## src/rtl/spi_vread_seq.sv

```systemverilog
module spi_vread_seq #(
  parameter int CLK_DIV = 4
) (
  input  logic       clk,
  input  logic       rst_n,
  input  logic       req_valid,
  output logic       req_ready,
  input  logic [1:0] req_dev,
  input  logic [4:0] req_reg,
  input  logic       req_fast,
  output logic       rsp_valid,
  input  logic       rsp_ready,
  output logic [7:0] rsp_data,
  output logic [1:0] rsp_status,
  output logic       rsp_checked,
  output logic       spi_cs_n,
  output logic       spi_sclk,
  output logic       spi_mosi,
  input  logic       spi_miso
);
  localparam int HALF = CLK_DIV / 2;
  localparam int CW = (CLK_DIV > 1) ? $clog2(CLK_DIV) : 1;
  localparam logic [CW-1:0] HALF_END = CW'(HALF - 1);
  localparam logic [CW-1:0] GAP_END = CW'(CLK_DIV - 1);
  localparam logic [1:0] ST_OK = 2'd0, ST_ADDR = 2'd1, ST_SLV = 2'd2, ST_PROTO = 2'd3;
  localparam logic [7:0] CTL_GOOD = 8'h59, CTL_BAD = 8'hA6;

  typedef enum logic [1:0] {S_IDLE, S_XFER, S_GAP, S_RESP} state_t;
  state_t state;

  logic [CW-1:0] cnt;
  logic          ph;
  logic [2:0]    bit_cnt, byte_idx;
  logic [7:0]    tx_sh, rx_sh, cmd;
  logic          fast;

  wire half_done = (cnt == HALF_END);
  wire byte_done = half_done && ph && (bit_cnt == 3'd7);

  assign req_ready = (state == S_IDLE);
  assign rsp_valid = (state == S_RESP);
  assign spi_mosi  = tx_sh[7];

  always_ff @(posedge clk or negedge rst_n) begin
    if (!rst_n) begin
      state <= S_IDLE; cnt <= '0; ph <= 1'b0; bit_cnt <= '0; byte_idx <= '0;
      tx_sh <= '0; rx_sh <= '0; cmd <= '0; fast <= 1'b0;
      spi_cs_n <= 1'b1; spi_sclk <= 1'b0;
      rsp_data <= '0; rsp_status <= ST_OK; rsp_checked <= 1'b0;
    end else begin
      case (state)
        S_IDLE: if (req_valid) begin
          state <= S_XFER; spi_cs_n <= 1'b0; spi_sclk <= 1'b0;
          cnt <= '0; ph <= 1'b0; bit_cnt <= '0; byte_idx <= '0;
          cmd <= {req_dev, req_reg, 1'b1}; tx_sh <= {req_dev, req_reg, 1'b1};
          fast <= req_fast; rsp_data <= '0; rsp_checked <= 1'b0; rsp_status <= ST_OK;
        end
        S_XFER: begin
          cnt <= half_done ? '0 : cnt + 1'b1;
          if (half_done && !ph) begin
            spi_sclk <= 1'b1; ph <= 1'b1;
            rx_sh <= {rx_sh[6:0], spi_miso};
          end else if (half_done && ph) begin
            spi_sclk <= 1'b0; ph <= 1'b0;
            bit_cnt <= bit_cnt + 1'b1;
            if (!byte_done) tx_sh <= {tx_sh[6:0], 1'b0};
          end
          if (byte_done) begin
            byte_idx <= byte_idx + 1'b1;
            case (byte_idx)
              3'd0: tx_sh <= 8'h00;
              3'd1: if (rx_sh != cmd) begin
                      state <= S_GAP; spi_cs_n <= 1'b1; cnt <= '0; rsp_status <= ST_ADDR;
                    end else tx_sh <= 8'h0F;
              3'd2: begin
                      rsp_data <= rx_sh;
                      if (fast) begin
                        state <= S_GAP; spi_cs_n <= 1'b1; cnt <= '0;
                      end else tx_sh <= rx_sh;
                    end
              3'd3: if (rx_sh != cmd) begin
                      state <= S_GAP; spi_cs_n <= 1'b1; cnt <= '0; rsp_status <= ST_ADDR;
                    end else tx_sh <= CTL_GOOD;
              default: begin
                      state <= S_GAP; spi_cs_n <= 1'b1; cnt <= '0; rsp_checked <= 1'b1;
                      rsp_status <= (rx_sh == CTL_GOOD) ? ST_OK :
                                    (rx_sh == CTL_BAD)  ? ST_SLV : ST_PROTO;
                    end
            endcase
          end
        end
        S_GAP: begin
          cnt <= cnt + 1'b1;
          if (cnt == GAP_END) state <= S_RESP;
        end
        default: if (rsp_ready) state <= S_IDLE;
      endcase
    end
  end

  AST_IDLE_SCLK_LOW: assert property (@(posedge clk) disable iff (!rst_n)
    spi_cs_n |-> !spi_sclk);
  AST_CS_AFTER_ACCEPT: assert property (@(posedge clk) disable iff (!rst_n)
    $fell(spi_cs_n) |-> $past(req_valid && req_ready));
  AST_RSP_HELD: assert property (@(posedge clk) disable iff (!rst_n)
    rsp_valid && !rsp_ready |=> rsp_valid && $stable(rsp_data) && $stable(rsp_status) && $stable(rsp_checked));
  AST_RSP_CS_RELEASED: assert property (@(posedge clk) disable iff (!rst_n)
    rsp_valid |-> spi_cs_n && !req_ready);
  AST_CHECKED_STATUS: assert property (@(posedge clk) disable iff (!rst_n)
    rsp_valid && rsp_status[1] |-> rsp_checked);
endmodule

```

## config.mk

```make
export PLATFORM = sky130hd
export DESIGN_NAME = spi_vread_seq
export DESIGN_NICKNAME = d
export VERILOG_FILES = /design/src/rtl/spi_vread_seq.sv
export SDC_FILE = /design/constraint.sdc
export NUM_CORES = 1
export LEC_CHECK = 0
export BUFFER_PORTS_ARGS = -buffer_cell sky130_fd_sc_hd__buf_4
export CAP_MARGIN = 20
export CORE_ASPECT_RATIO = 1.25
export CORE_MARGIN = 2
export CORE_UTILIZATION = 55
export CTS_CLUSTER_SIZE = 16
export DETAILED_ROUTE_END_ITERATION = 10
export PLACE_DENSITY_LB_ADDON = 0.08
export SLEW_MARGIN = 15
export SYNTH_ARGS = -nofsm -noshare
export SYNTH_HDL_FRONTEND = slang
export SYNTH_SLANG_ARGS = --single-unit
```

## constraint.sdc

```tcl
create_clock -name clk -period 2.7 [get_ports clk]
set_clock_uncertainty 0.15 [all_clocks]
set_input_delay 0.405 -clock clk [delete_from_list [all_inputs] [get_ports clk]]
set_output_delay 0.405 -clock clk [all_outputs]
set_load 0.01 [all_outputs]
```

### Word level (Yosys, flattened, before mapping)

Cells that the tools add are included.

| word-level totals | value |
|---|---|
| register bits | 48 |
| word-level logic and storage cells | 117 |

| cells by class | value |
|---|---|
| add/subtract/negate cells | 3 |
| equality and inequality tests | 24 |
| multiplexer cells | 53 |
| reduce and logical (&&, ||, !) cells | 24 |

Operators with widths:

| operator | number |
|---|---|
| 8-bit 2-to-1 mux | 11 |
| 8-bit one-hot mux with 2 select lines | 2 |
| 8-bit one-hot mux with 4 select lines | 1 |
| 2-bit 2-to-1 mux | 14 |
| 2-bit one-hot mux with 3 select lines | 4 |
| 2-bit inequality test, second input constant | 8 |
| 3-bit 2-to-1 mux | 4 |
| 3-bit one-hot mux with 2 select lines | 2 |
| 4-bit AND reduction | 3 |
| 1-bit 2-to-1 mux | 9 |
| 3-bit inequality test, second input constant | 3 |
| 8-bit by 7-bit equality test with 1-bit output, second input constant | 1 |
| 8-bit equality test, second input constant | 1 |
| 8-bit inequality test | 1 |
| 2-bit one-hot mux with 2 select lines | 2 |
| 2-bit AND reduction | 4 |
| 7-bit AND reduction | 1 |
| 3-bit by 1-bit adder with 3-bit output, second input constant | 2 |
| 2-bit equality test, second input constant | 3 |
| 3-bit by 2-bit equality test with 1-bit output, second input constant | 2 |
| 1-bit one-hot mux with 2 select lines | 3 |
| 3-bit AND reduction | 2 |
| 6-bit AND reduction | 1 |
| 5-bit AND reduction | 1 |
| other kinds (15) | 19 |

### Depth between registers and ports, before layout

Gate-level depths: netlist of run 1.

| logic depth | value |
|---|---|
| depth after elaboration | 10 |
| depth in mapped cells | 9 |
| gate-level depth less buffers | 7 |

### Least setup slack after synthesis of run 1

No wires, ideal clock.

| timing | value |
|---|---|
| path kind | reg-to-reg |
| start | register state[0] |
| end | register state[1] |
| setup time | 0.125 ns |
| data arrival time | 1.867 ns |
| data required time | 2.425 ns |
| slack | 0.558 ns |
| cell stages (with the launch flop) | 9 |
| buffers on the path | 1 |
| clock period less this slack | 2.142 ns |
| cells stage by stage | dfrtp_1 > inv_1 > ha_1 > nor2b_1 > clkbuf_1 > a21oi_1 > o31ai_1 > or3_4 > mux2_4 |

| between the ends | value |
|---|---|
| word-level cells in the longest chain between the ends | 3 |
| elaborated cells between the ends (all ways) | 12 |

RTL lines:

| what | line | RTL |
|---|---|---|
| start, declared | 29 | `state_t state;` |
| start signal, assigned | 46 | `state <= S_IDLE; cnt <= '0; ph <= 1'b0; bit_cnt <= '0; byte_idx <= '0;` |
| start signal, assigned | 53 | `state <= S_XFER; spi_cs_n <= 1'b0; spi_sclk <= 1'b0;` |
| start signal, assigned | 73 | `state <= S_GAP; spi_cs_n <= 1'b1; cnt <= '0; rsp_status <= ST_ADDR;` |
| 2-bit logical NOT * | - |  |
| net req_ready | 7 | `output logic req_ready,` |
| 4-bit nonzero test (no source line) or 2-bit inequality test (tied branches) | - |  |
| 7-bit AND reduction (no source line) | - |  |

The timed path passes the listed nets; every way through them passes the cells marked *.
A chain may end at the register's enable or synchronous reset.

### Final worst setup path of run 1

| timing | value |
|---|---|
| start | register cnt[1] |
| end | register tx_sh[2] |

| between the ends | value |
|---|---|
| word-level cells in the longest chain between the ends | 10 |
| elaborated cells between the ends (all ways) | 13 |

RTL lines:

| what | line | RTL |
|---|---|---|
| start, declared | 31 | `logic [CW-1:0] cnt;` |
| start signal, assigned | 59 | `cnt <= half_done ? '0 : cnt + 1'b1;` |
| start signal, assigned | 93 | `cnt <= cnt + 1'b1;` |
| 2-bit by 1-bit equality test with 1-bit output * | 37 | `wire half_done = (cnt == HALF_END);` |
| 1-bit logical AND | 38, 63 |  |
| 1-bit logical AND | 38 | `wire byte_done = half_done && ph && (bit_cnt == 3'd7);` |
| 8-bit 2-to-1 mux | 66 | `if (!byte_done) tx_sh <= {tx_sh[6:0], 1'b0};` |
| 8-bit 2-to-1 mux | 63 | `end else if (half_done && ph) begin` |
| 8-bit 2-to-1 mux | 60 | `if (half_done && !ph) begin` |
| 8-bit 2-to-1 mux, on equally long branches | 81, 72, 77 |  |
| 8-bit one-hot mux with 4 select lines | 70 | `case (byte_idx)` |
| 8-bit 2-to-1 mux * | 68 | `if (byte_done) begin` |
| 8-bit one-hot mux with 2 select lines * | 51 | `case (state)` |
| end signal, assigned | 55 | `cmd <= {req_dev, req_reg, 1'b1}; tx_sh <= {req_dev, req_reg, 1'b1};` |
| end signal, assigned | 66 |  |
| end signal, assigned | 79 | `end else tx_sh <= rx_sh;` |
| end, declared | 34 | `logic [7:0] tx_sh, rx_sh, cmd;` |

Every way passes the cells marked *; elsewhere a longest branch is shown, timed or not.

==> summary.md, run 1 <==
| Metric | Value |
|---|---|
| Site Rows | 29 |
| Reg power frac | a little over a third |
| Normalized max-slew margin | 51.2% |
| Static leakage | approximately 1.5 nW |
| Nets | ~360 |
| Number of enable flip-flop cells after synthesis | 0 |
| Number of synthesized register bits | 48 |
| First-pass GRT wire length | ~12000 um |
| P_sw | about 1.6 mW |
| Most frequent cells in the layout | dfrtp_1 (47), buf_4 (37), nand2_1 (29) |
| Initial antenna violation count | 0 |
| Routed len/inst | around 18 um |
| Ys async rst share | 100% |
| DR iter-0 viols | ~110 |
| Detail Route Antenna Nets | 0 |
| Ant. Diodes | 0 |
| Synthesized Nets | between 300 and 400 |
| Vias per cell | about 6.2 |
| CP Launch Type | flip-flop |
| Post-synthesis cell count | slightly above 300 |
| Fin util | between 60% and 70% |
| Core Box Area | just over 5000 um2 |
| # setup viols final | 0 |
| Area Growth Syn to Fin | 13.2% |
| Crit-path cells | inv_1, ha_1, nand3_1, nor3_1, nand2_1, a211oi_1, o22ai_1 |
| Clock Tree Buf Depth | 2 |
| Sw Ratio | about 43% |
| Cell Area, Synth | 2960 um2 |
| Fin. max-slew vios | 0 |
| Post-synthesis adder-cell area fraction | 6.76% |
| Detailed placer's ending HPWL | 5070 um |
| H-tree Lvls | 2 |
| CTS tree | done |
| Worst path max stage delay | 430 ps |
| Die X | 69.6 um |
| Initial DRT Pass Iterations | 4 |
| # resized after CTS | 0 |
| I/O Pins | 29 |
| Minimum period implied by the final worst setup slack | around 2500 ps |
| VDD IR max | between 0.0005 and 0.0006 V |
| Worst Path Required | between 2000 and 3000 ps |
| Mux share of post-synthesis cell area | around a tenth |
| Crit path DAT | approximately 2500 ps |
| Post-synthesis sequential area ratio | between 40 and 50% |
| Clock Sinks | 48 |
| Simple-gate share of the synthesized area | a little under a fifth |
| Synth cell types | 54 |
| Ys Warns | 0 |
| RSZ-0062 raised after global routing | false |
| Total number of vias | 2441 |
| Initial Utilization | between 50% and 60% |
| Crit Path Max Fanout | 10 |
| Syn_area_per_cell | 9.71 um2 |
| Pwr dens | ~1100 nW/um2 |
| Port bufs | 28 |
| Xor/xnor share of the synthesized area | between 2 and 2.5% |
| Cell Int Power | 2.11 mW |
| DRC viols | 0 |
| Chip Height | approximately 86 um |
| Maxcap violations | 0 |
| Gpl congestion | ~0.86 |
| Largest net degree at the start of global routing | 49 |
| Number of global-route vias before repair | between 2000 and 2500 |
| Layout cell share with drive strength beyond 1 | between 20 and 25% |
| Global route overflow | 0 |
| Synth Area in Compound Gates | between 15 and 20% |
| Most common cell after layout, fill and taps aside | dfrtp_1 |
| Clk Latency, worst-skew pair | ~310 ps |
| Power share of the clock group | 14.8% |
| Final WL | around 7100 um |
| Most used DFF post-synth | dfrtp_1 |
| Number of setup buffers added after CTS | 0 |
| Fmax | between 400 and 500 MHz |
| Period utilisation layout | approximately nine tenths |
| Die Area | between 5000 and 6000 um2 |
| Crit end category | flip-flop |
| Clock Tree Root | clkbuf_8 |
| Worst-margin pin slew | roughly 730 ps |
| Number of buffers created by CTS | 5 |
| Worst-path clk slew | ~100 ps |
| Setup_tns | 0 ps |
| Status | finished, final reports clean |
| Main combinational cell family by area after synthesis | compound AO/OA/AOI/OAI gates |
| Critical path type | flip-flop to flip-flop |
| Logic pwr share | 49.2% |
| Slowest-stage cell, CP | dfrtp_1 |
| Fin. Hold Viols | 0 |
| GRT Total Usage | 25.3% |
| Hold crit path type | primary input to flip-flop |
==> power by group through the flow <==
stage	registers (mW)	clock network [mW]	logic (mW)
3_3_place_gp	1.33	0	1.77
6_report	1.33	0.544	1.81
2_1_floorplan	1.24	0	1.39
5_1_grt	1.37	0.590	2.02
4_1_cts	1.33	0.559	1.81
3_5_place_dp	1.34	0	1.80
==> metrics by stage <==
stage	hold slack, ps	std cells	worst slack, ps	total power [mW]	area (um2)
final	172	396	240	3.68	3350
after global routing	154	396	21.3	3.98	3350
after CTS	165	396	257	3.69	3350
after detailed placement	317	387	293	3.14	3230
after global placement	310	387	349	3.10	3230
after floorplan	-40.6	305	558	2.63	2960
==> final cells by class <==
| cell class | instances | area, um2 |
|---|---|---|
| fill | 461 | 1800 |
| multi-input combinational | 230 | 1630 |
| sequential | 48 | 1200 |
| timing repair buffer | 38 | 288 |
| tap | 62 | 77.6 |
| clock buffer | 5 | 68.8 |
| clock inverter | 3 | 46.3 |
| inverter | 10 | 37.5 |
==> kinds of logic (layout without fill, tap and decap cells) <==
logic type | count (synthesis) | in the layout
flip-flops | 48 | 48
XOR/XNOR | 8 | 8
buffers and inverters | 27 | 56
AO/OA/AOI/OAI | 82 | 82
AND/OR/NAND/NOR | 99 | 99
multiplexers | 25 | 25
adder cells (fa/ha/maj) | 16 | 16
==> critical path: cells and delay by family (launching register included) <==
kind / cells / cell delay [ps]
fa+ha+maj: 1 / 320
buf+inv: 1 / 90
compound gates: 2 / 420
simple gates: 3 / 930
flops: 1 / 430
==> synthesized netlist by cell type (5+ instances only) <==
master	instances	area share, %
dfrtp_1	47	40
nand2_1	29	3.7
a21oi_1	21	3.5
mux2_2	18	6.8
nor2_1	18	2.3
ha_1	16	6.8
o21ai_0	12	2.0
inv_1	10	1.3
nor2b_1	9	1.9
a22o_1	8	2.4
xnor2_1	8	2.4
clkbuf_1	7	0.89
nand2b_1	7	1.5
buf_2	6	1.0
nor3_1	6	1.0
o22ai_1	6	1.3
a211oi_1	5	1.3
a31oi_1	5	1.1
==> state kept, by name (all words and copies together) (netlist names) <==
signal       cells
cmd              8
spi_cs_n         1
byte_idx         3
rsp_data         8
ph               1
state            2
cnt              2
rsp_status       2
rsp_checked      1
rx_sh            8
fast             1
tx_sh            8
bit_cnt          3
==> per-layer routing <==
| metal | track usage, % | routed length, um | vias to the layer above |
|---|---|---|---|
| li1 | - | - | 1171 |
| met1 | 32.7 | 3080 | 1171 |
| met2 | 42.0 | 3380 | 75 |
| met3 | 4.35 | 355 | 24 |
| met4 | 11.2 | 245 | 0 |
| met5 | 0 | 0 | - |
==> what timing repair did <==
item | CTS | global route
hold buffers | 1 | 0
endpoints found under the setup margin | 0 | 0
endpoints found under the hold margin | 47 | 0
==> final timing paths <==
path	slack, ps	cells past startpoint	to	startpoint
max	240	7	tx_sh[2]$_DFFE_PN0P_	cnt[1]$_DFFE_PN0P_
min	170	2	rx_sh[0]$_DFFE_PN0P_	spi_miso
max reg2reg	240	7	tx_sh[2]$_DFFE_PN0P_	cnt[1]$_DFFE_PN0P_
min reg2reg	350	1	cmd[0]$_DFFE_PN0P_	cmd[0]$_DFFE_PN0P_
max in group asynchronous	1490	2	tx_sh[3]$_DFFE_PN0P_	rst_n
min in group asynchronous	500	2	state[0]$_DFFE_PN0P_	rst_n
Note: power is estimated with default switching activity, not from simulation.
==> run 2: changes to the inputs <==
- BUFFER_PORTS_ARGS: -buffer_cell sky130_fd_sc_hd__buf_4 -> -buffer_cell sky130_fd_sc_hd__buf_2
==> run 2 against run 1 <==
  * Clock power grew 4.0%
  * Final cell count rose by 0.76%
  * Maximum frequency grew 2.9%
  * Combinational power is essentially flat
  * Critical path depth did not move
  * Via count fell by 0.61%
  * Cell area is 1.2% lower
  * Worst setup slack better by 70 ps
  * Critical path type unchanged
  * Largest cell class unchanged
  * Sequential share of layout area rose by 0.45 points
  * Highest routed layer unchanged
==> summary.md, run 2 (synthesis gave the netlist of run 1 again) <==
| Metric | Value |
|---|---|
| Overall Power | 3.69 mW (+0.20%) |
| GRT Total Usage | 25.2% (-0.12 points) |
| Status | finished, final reports clean |
| VDD IR max | 0.000557 V (-1.0%) |
| Minimum period implied by the final worst setup slack | 2390 ps (-70.3 ps) |
| Total number of vias | 2426 (-0.61%) |
| Clock Sinks | 48 (unchanged) |
| Worst-margin pin slew | 702 ps (-26.4 ps) |
| Die X | 69.6 um (unchanged) |
| Area Growth Syn to Fin | 11.8% |
| Clock Tree Root | clkbuf_8 |
| Gpl congestion | 0.876 (+2.2%) |
| Core Box Area | 5150 um2 (unchanged) |
| Clk Latency, worst-skew pair | 310 ps (about the same) |
| Largest net degree at the start of global routing | 29 (-41%) |
| Port bufs | 28 (unchanged) |
| # setup viols final | 0 (unchanged) |
| Fmax | 419 MHz (+2.9%) |
| Fill cells | 445 (-3.5%) |
| Detail Route Antenna Nets | 0 (unchanged) |
| Ant. Diodes | 0 (unchanged) |
| First-pass GRT wire length | 12000 um (-0.46%) |
| DRC viols | 0 (unchanged) |
| Vias per cell | 6.08 (-1.4%) |
| CTS tree | done |
| Crit end category | flip-flop |
| Most frequent cells in the layout | dfrtp_1 (47), nand2_1 (29), buf_2 (28) |
| Setup_tns | 0 ps (unchanged) |
| Final instance area | 3310 um2 (-1.2%) |
| Static leakage | 1.49 nW (+0.52%) |
| Die Area | 5990 um2 (unchanged) |
| Initial antenna violation count | 0 (unchanged) |
| Area of the multi-input gates | 1630 um2 (unchanged) |
| Crit path DAT | 2420 ps (-80 ps) |
| Fin. Hold Viols | 0 (unchanged) |
| Fin. max-slew vios | 0 (unchanged) |
| FF/Latch Area | 1200 um2 (unchanged) |
| Number of global-route vias before repair | 2469 (+2.2%) |
| Fin worst setup slack | 311 ps (+70.3 ps) |
| Layout cell share with drive strength beyond 1 | 23.1% (+0.69 points) |
| DP Area | 3180 um2 (-1.5%) |
| Normalized max-slew margin | 53.0% (+1.8 points) |
| Clock Tree Buf Depth | 2 (unchanged) |
| Nets | 365 (+0.83%) |
| Hold crit path type | primary input to flip-flop |
| H-tree Lvls | 2 (unchanged) |
| DR iter-0 viols | 99 (-12%) |
| Most common cell after layout, fill and taps aside | dfrtp_1 |
| Post-Place Worst Slack | 371 ps (+77.8 ps) |
| CP Launch Type | flip-flop |
| Chip Height | 86.1 um (unchanged) |
| Site Rows | 29 (unchanged) |
| RSZ-0062 raised after global routing | false |
| Pwr dens | 1110 nW/um2 (+1.4%) |
| Period utilisation layout | 88.5% (-2.6 points) |
| Initial Utilization | 57.5% (unchanged) |
| Global route overflow | 0 (unchanged) |
| Initial DRT Pass Iterations | 4 (unchanged) |
| Worst Path Required | 2730 ps (about the same) |
| Final WL | 7140 um (+1.1%) |
| Maxcap violations | 0 (unchanged) |
| Worst-path clk slew | 100 ps (about the same) |
| I/O Pins | 29 (unchanged) |
| Crit Path Max Fanout | 11 (+1) |
| Routed len/inst | 17.9 um (+0.32%) |
| Critical path type | flip-flop to flip-flop |
| Detailed placer's ending HPWL | 5220 um (+2.9%) |
| Number of buffers created by CTS | 5 (unchanged) |
[run 2: final timing paths]
| kind | start | to | slack, ps | depth (start not counted) |
|---|---|---|---|---|
| worst min-delay path | req_fast | fast$_DFFE_PN0P_ | 180 | 2 |
| worst max register to register | byte_idx[2]$_DFFE_PN0P_ | tx_sh[5]$_DFFE_PN0P_ | 310 | 7 |
| max in group asynchronous | rst_n | cmd[0]$_DFFE_PN0P_ | 1610 | 3 |
| min in group asynchronous | rst_n | state[1]$_DFFE_PN0P_ | 250 | 2 |
| worst max-delay path | byte_idx[2]$_DFFE_PN0P_ | tx_sh[5]$_DFFE_PN0P_ | 310 | 7 |
| worst min register to register | rsp_status[1]$_DFFE_PN0P_ | rsp_status[1]$_DFFE_PN0P_ | 360 | 1 |
[run 2: repair_timing]
action                    4_1_cts  5_1_grt
gates resized for setup         0        0
buffers inserted                0        0
hold endpoints to repair       19        0
hold buffers                    1        0
[run 2: where the power goes]
part	total (mW)	internal (mW)	switching (mW)
Sequential	1.33	0.994	0.333
Combinational	1.80	0.807	0.990
Clock	0.566	0.303	0.263
Total	3.69	2.10	1.59
[run 2: per-layer routing]
metal	vias up	GRT usage [%]	part of all wire, %
met5	-	0	0
met4	0	8.92	1.5
met3	11	2.12	3.6
met2	47	45.6	50
met1	1196	31.6	45
li1	1172	-	-
[run 2: cell type report]
type                            instances  share of cell area (%)
Clock inverter                          2                    1.17
Inverter                               10                    1.13
Multi-Input combinational cell        230                    49.3
Sequential cell                        48                    36.3
Clock buffer                            6                    2.49
Timing Repair Buffer                   41                    7.25
Tap cell                               62                    2.34
[run 2: worst max-delay path, cell delays in order (launching register included)]
cell	delay [ps]
dfrtp_1	520
inv_1	130
ha_1	350
nor4_1	110
nor3_1	410
a21oi_1	160
nor4_1	320
nor3_1	100
[run 2: stage by stage]
stage	cells	hold slack (ps)	util [%]
finish	399	181	64.3
floorplan	305	-40.6	-
global route	399	182	64.3
detailed placement	390	60.9	61.7
CTS	399	180	64.3
global placement	390	59.7	61.7
==> run 3: changes to the inputs <==
- CORE_ASPECT_RATIO: 1.25 -> unset
==> run 3 against run 2 <==
  * Sequential share of layout area shrank 0.14 points
  * Worst setup slack gained 17 ps
  * Final cell count grew 1.3%
  * Sequential cell count is the same
  * Maximum frequency grew 0.73%
  * Total power grew 0.27%
  * Routed wire length shrank 0.25%
  * Sequential power is essentially flat
  * Via count shrank 2.2%
  * Critical path type unchanged
  * Critical endpoint is now tx_sh[2]$_DFFE_PN0P_
  * Highest routed layer unchanged
==> summary.md, run 3 (synthesis gave the netlist of run 1 again) <==
| Metric | Value |
|---|---|
| Most numerous cell on the critical path | ha_1 |
| Worst-margin pin slew | 677 ps (-24.4 ps) |
| Initial Utilization | 57.6% (+0.14 points) |
| Reg power frac | 36.1% (about the same) |
| CP Launch Type | flip-flop |
| Fin. max-slew vios | 0 (unchanged) |
| I/O Pins | 29 (unchanged) |
| Minimum period implied by the final worst setup slack | 2370 ps (-17.4 ps) |
| P_sw | 1.60 mW (+0.90%) |
| Crit-path cells | ha_1, ha_1, nor4_1, nor3_2, nand2_1, a211oi_1, o22ai_1 |
| Fmax | 422 MHz (+0.73%) |
| H-tree Lvls | 2 (unchanged) |
| Initial DRT Pass Iterations | 4 (unchanged) |
| Global route overflow | 0 (unchanged) |
| Top layer in use | met4 |
| Final WL | 7130 um (-0.25%) |
| Hold crit path type | primary input to flip-flop |
| Setup_tns | 0 ps (unchanged) |
| Number of setup buffers added after CTS | 0 (unchanged) |
| Maxcap violations | 0 (unchanged) |
| Detailed placer's ending HPWL | 5240 um (+0.30%) |
| Number of global-route vias before repair | 2329 (-5.7%) |
| GRT Total Usage | 25.7% (+0.48 points) |
| Fin util | 64.7% (+0.40 points) |
| Worst Path Required | 2730 ps (about the same) |
| Clk Latency, worst-skew pair | 310 ps (about the same) |
| Chip Height | 77.4 um (-10%) |
| Cell Int Power | 2.10 mW (-0.21%) |
| Normalized max-slew margin | 54.6% (+1.6 points) |
| Area Growth Syn to Fin | 12.2% |
| Power share of the clock group | 14.7% (-0.7 points) |
| Worst path max stage delay | 500 ps (-20 ps) |
| First-pass GRT wire length | 12100 um (+0.69%) |
| Initial antenna violation count | 0 (unchanged) |
| Period utilisation layout | 87.9% (-0.64 points) |
| Ant. Diodes | 0 (unchanged) |
| Routed len/inst | 17.6 um (-1.5%) |
| Number of buffers created by CTS | 5 (unchanged) |
| Core Box Area | 5140 um2 (-0.24%) |
| Crit end category | flip-flop |
| Total number of vias | 2373 (-2.2%) |
| RSZ-0062 raised after global routing | false |
| Logic pwr share | 49.1% (+0.4 points) |
| Static leakage | 1.49 nW (-0.33%) |
| Clock Tree Root | clkbuf_8 |
| Crit path DAT | 2400 ps (-20 ps) |
| Die X | 77.4 um (+11%) |
| Die Area | 5990 um2 (about the same) |
| Detail Route Antenna Nets | 0 (unchanged) |
| CTS tree | done |
| Pwr dens | 1110 nW/um2 (-0.11%) |
| Layout cell share with drive strength beyond 1 | 22.8% (-0.39 points) |
| Gpl congestion | 0.935 (+6.7%) |
| Vias per cell | 5.87 (-3.4%) |
| Crit Path Max Fanout | 8 (-3) |
| Critical path type | flip-flop to flip-flop |
| DRC viols | 0 (unchanged) |
| Worst-path clk slew | 100 ps (about the same) |
| Port bufs | 28 (unchanged) |
| Status | finished, final reports clean |
| Site Rows | 26 (-10%) |
| Met2 routed WL | 3290 um (-8.6%) |
| Clock Sinks | 48 (unchanged) |
| # setup viols final | 0 (unchanged) |
| Clock Tree Buf Depth | 2 (unchanged) |
| DR iter-0 viols | 194 (+96%) |
| VDD IR max | 0.000897 V (+61%) |
| Sw Ratio | 43.2% (+0.27 points) |
| Fin. Hold Viols | 0 (unchanged) |
| Most frequent cells in the layout | dfrtp_1 (47), nand2_1 (29), buf_2 (28) |
| Met3 wire len | 327 um (+28%) |
| Slowest-stage cell, CP | dfrtp_1 |
| Most common cell after layout, fill and taps aside | dfrtp_1 |
| Nets | 362 (-0.82%) |
| Largest net degree at the start of global routing | 28 (-3.4%) |
| DRT met1 WL | 3420 um (+7.5%) |
## run 3: changes by cell type in the layout (fill, tap and decap cells not counted), sizes merged
cell    change
buf         -3
clkbuf      -1
clkinv      +1
## run 3: area by class of cell
type	instances	area, um2
Clock inverter	3	47.5
Tap cell	70	87.6
Clock buffer	5	68.8
Fill cell	468	1820
Inverter	10	37.5
Timing Repair Buffer	38	243
Multi-Input combinational cell	230	1640
Sequential cell	48	1200
## run 3: repair_timing
action                                 4_1_cts  5_1_grt
hold buffers                                 1        0
setup endpoints to repair                    0        2
gates resized for setup                      0        1
endpoints found under the hold margin       37        0
## run 3: worst max-delay path, delay by kind of cell (launching register included)
kind	cells	cell delay (ps)
compound gates	2	430
simple gates	3	630
flops	1	500
fa+ha+maj	2	540
## run 3: final timing paths
| path | startpoint | endpoint | slack (ps) | cells past startpoint |
|---|---|---|---|---|
| setup / recovery | byte_idx[0]$_DFFE_PN0P_ | tx_sh[2]$_DFFE_PN0P_ | 330 | 7 |
| hold / removal | spi_miso | rx_sh[0]$_DFFE_PN0P_ | 170 | 2 |
| setup reg to reg | byte_idx[0]$_DFFE_PN0P_ | tx_sh[2]$_DFFE_PN0P_ | 330 | 7 |
| hold reg to reg | rsp_status[0]$_DFFE_PN0P_ | rsp_status[0]$_DFFE_PN0P_ | 350 | 1 |
| max in group asynchronous | rst_n | state[1]$_DFFE_PN0P_ | 1620 | 3 |
| min in group asynchronous | rst_n | rsp_data[5]$_DFFE_PN0P_ | 270 | 2 |
## run 3: layer usage
layer,vias up,global-route usage [%]
li1,1175,-
met1,1124,38.6
met2,64,38.8
met3,10,4.07
met4,0,6.61
met5,-,0
## run 3: power groups by stage
stage | registers [mW] | logic (mW) | clock network (mW)
3_3_place_gp | 1.33 | 1.76 | 0
2_1_floorplan | 1.24 | 1.39 | 0
6_report | 1.34 | 1.82 | 0.545
5_1_grt | 1.39 | 2.00 | 0.582
3_5_place_dp | 1.35 | 1.79 | 0
4_1_cts | 1.33 | 1.80 | 0.552
## run 3: stage by stage
step | power, mW | worst slack (ps) | area [um2] | hold slack [ps] | cells
after floorplan | 2.63 | 558 | 2960 | -40.6 | 305
final | 3.70 | 328 | 3320 | 175 | 404
after global placement | 3.10 | 231 | 3190 | 57.4 | 395
after detailed placement | 3.14 | 216 | 3190 | 56.2 | 395
after CTS | 3.69 | 167 | 3320 | 169 | 404
after global routing | 3.96 | 86.0 | 3320 | 186 | 404
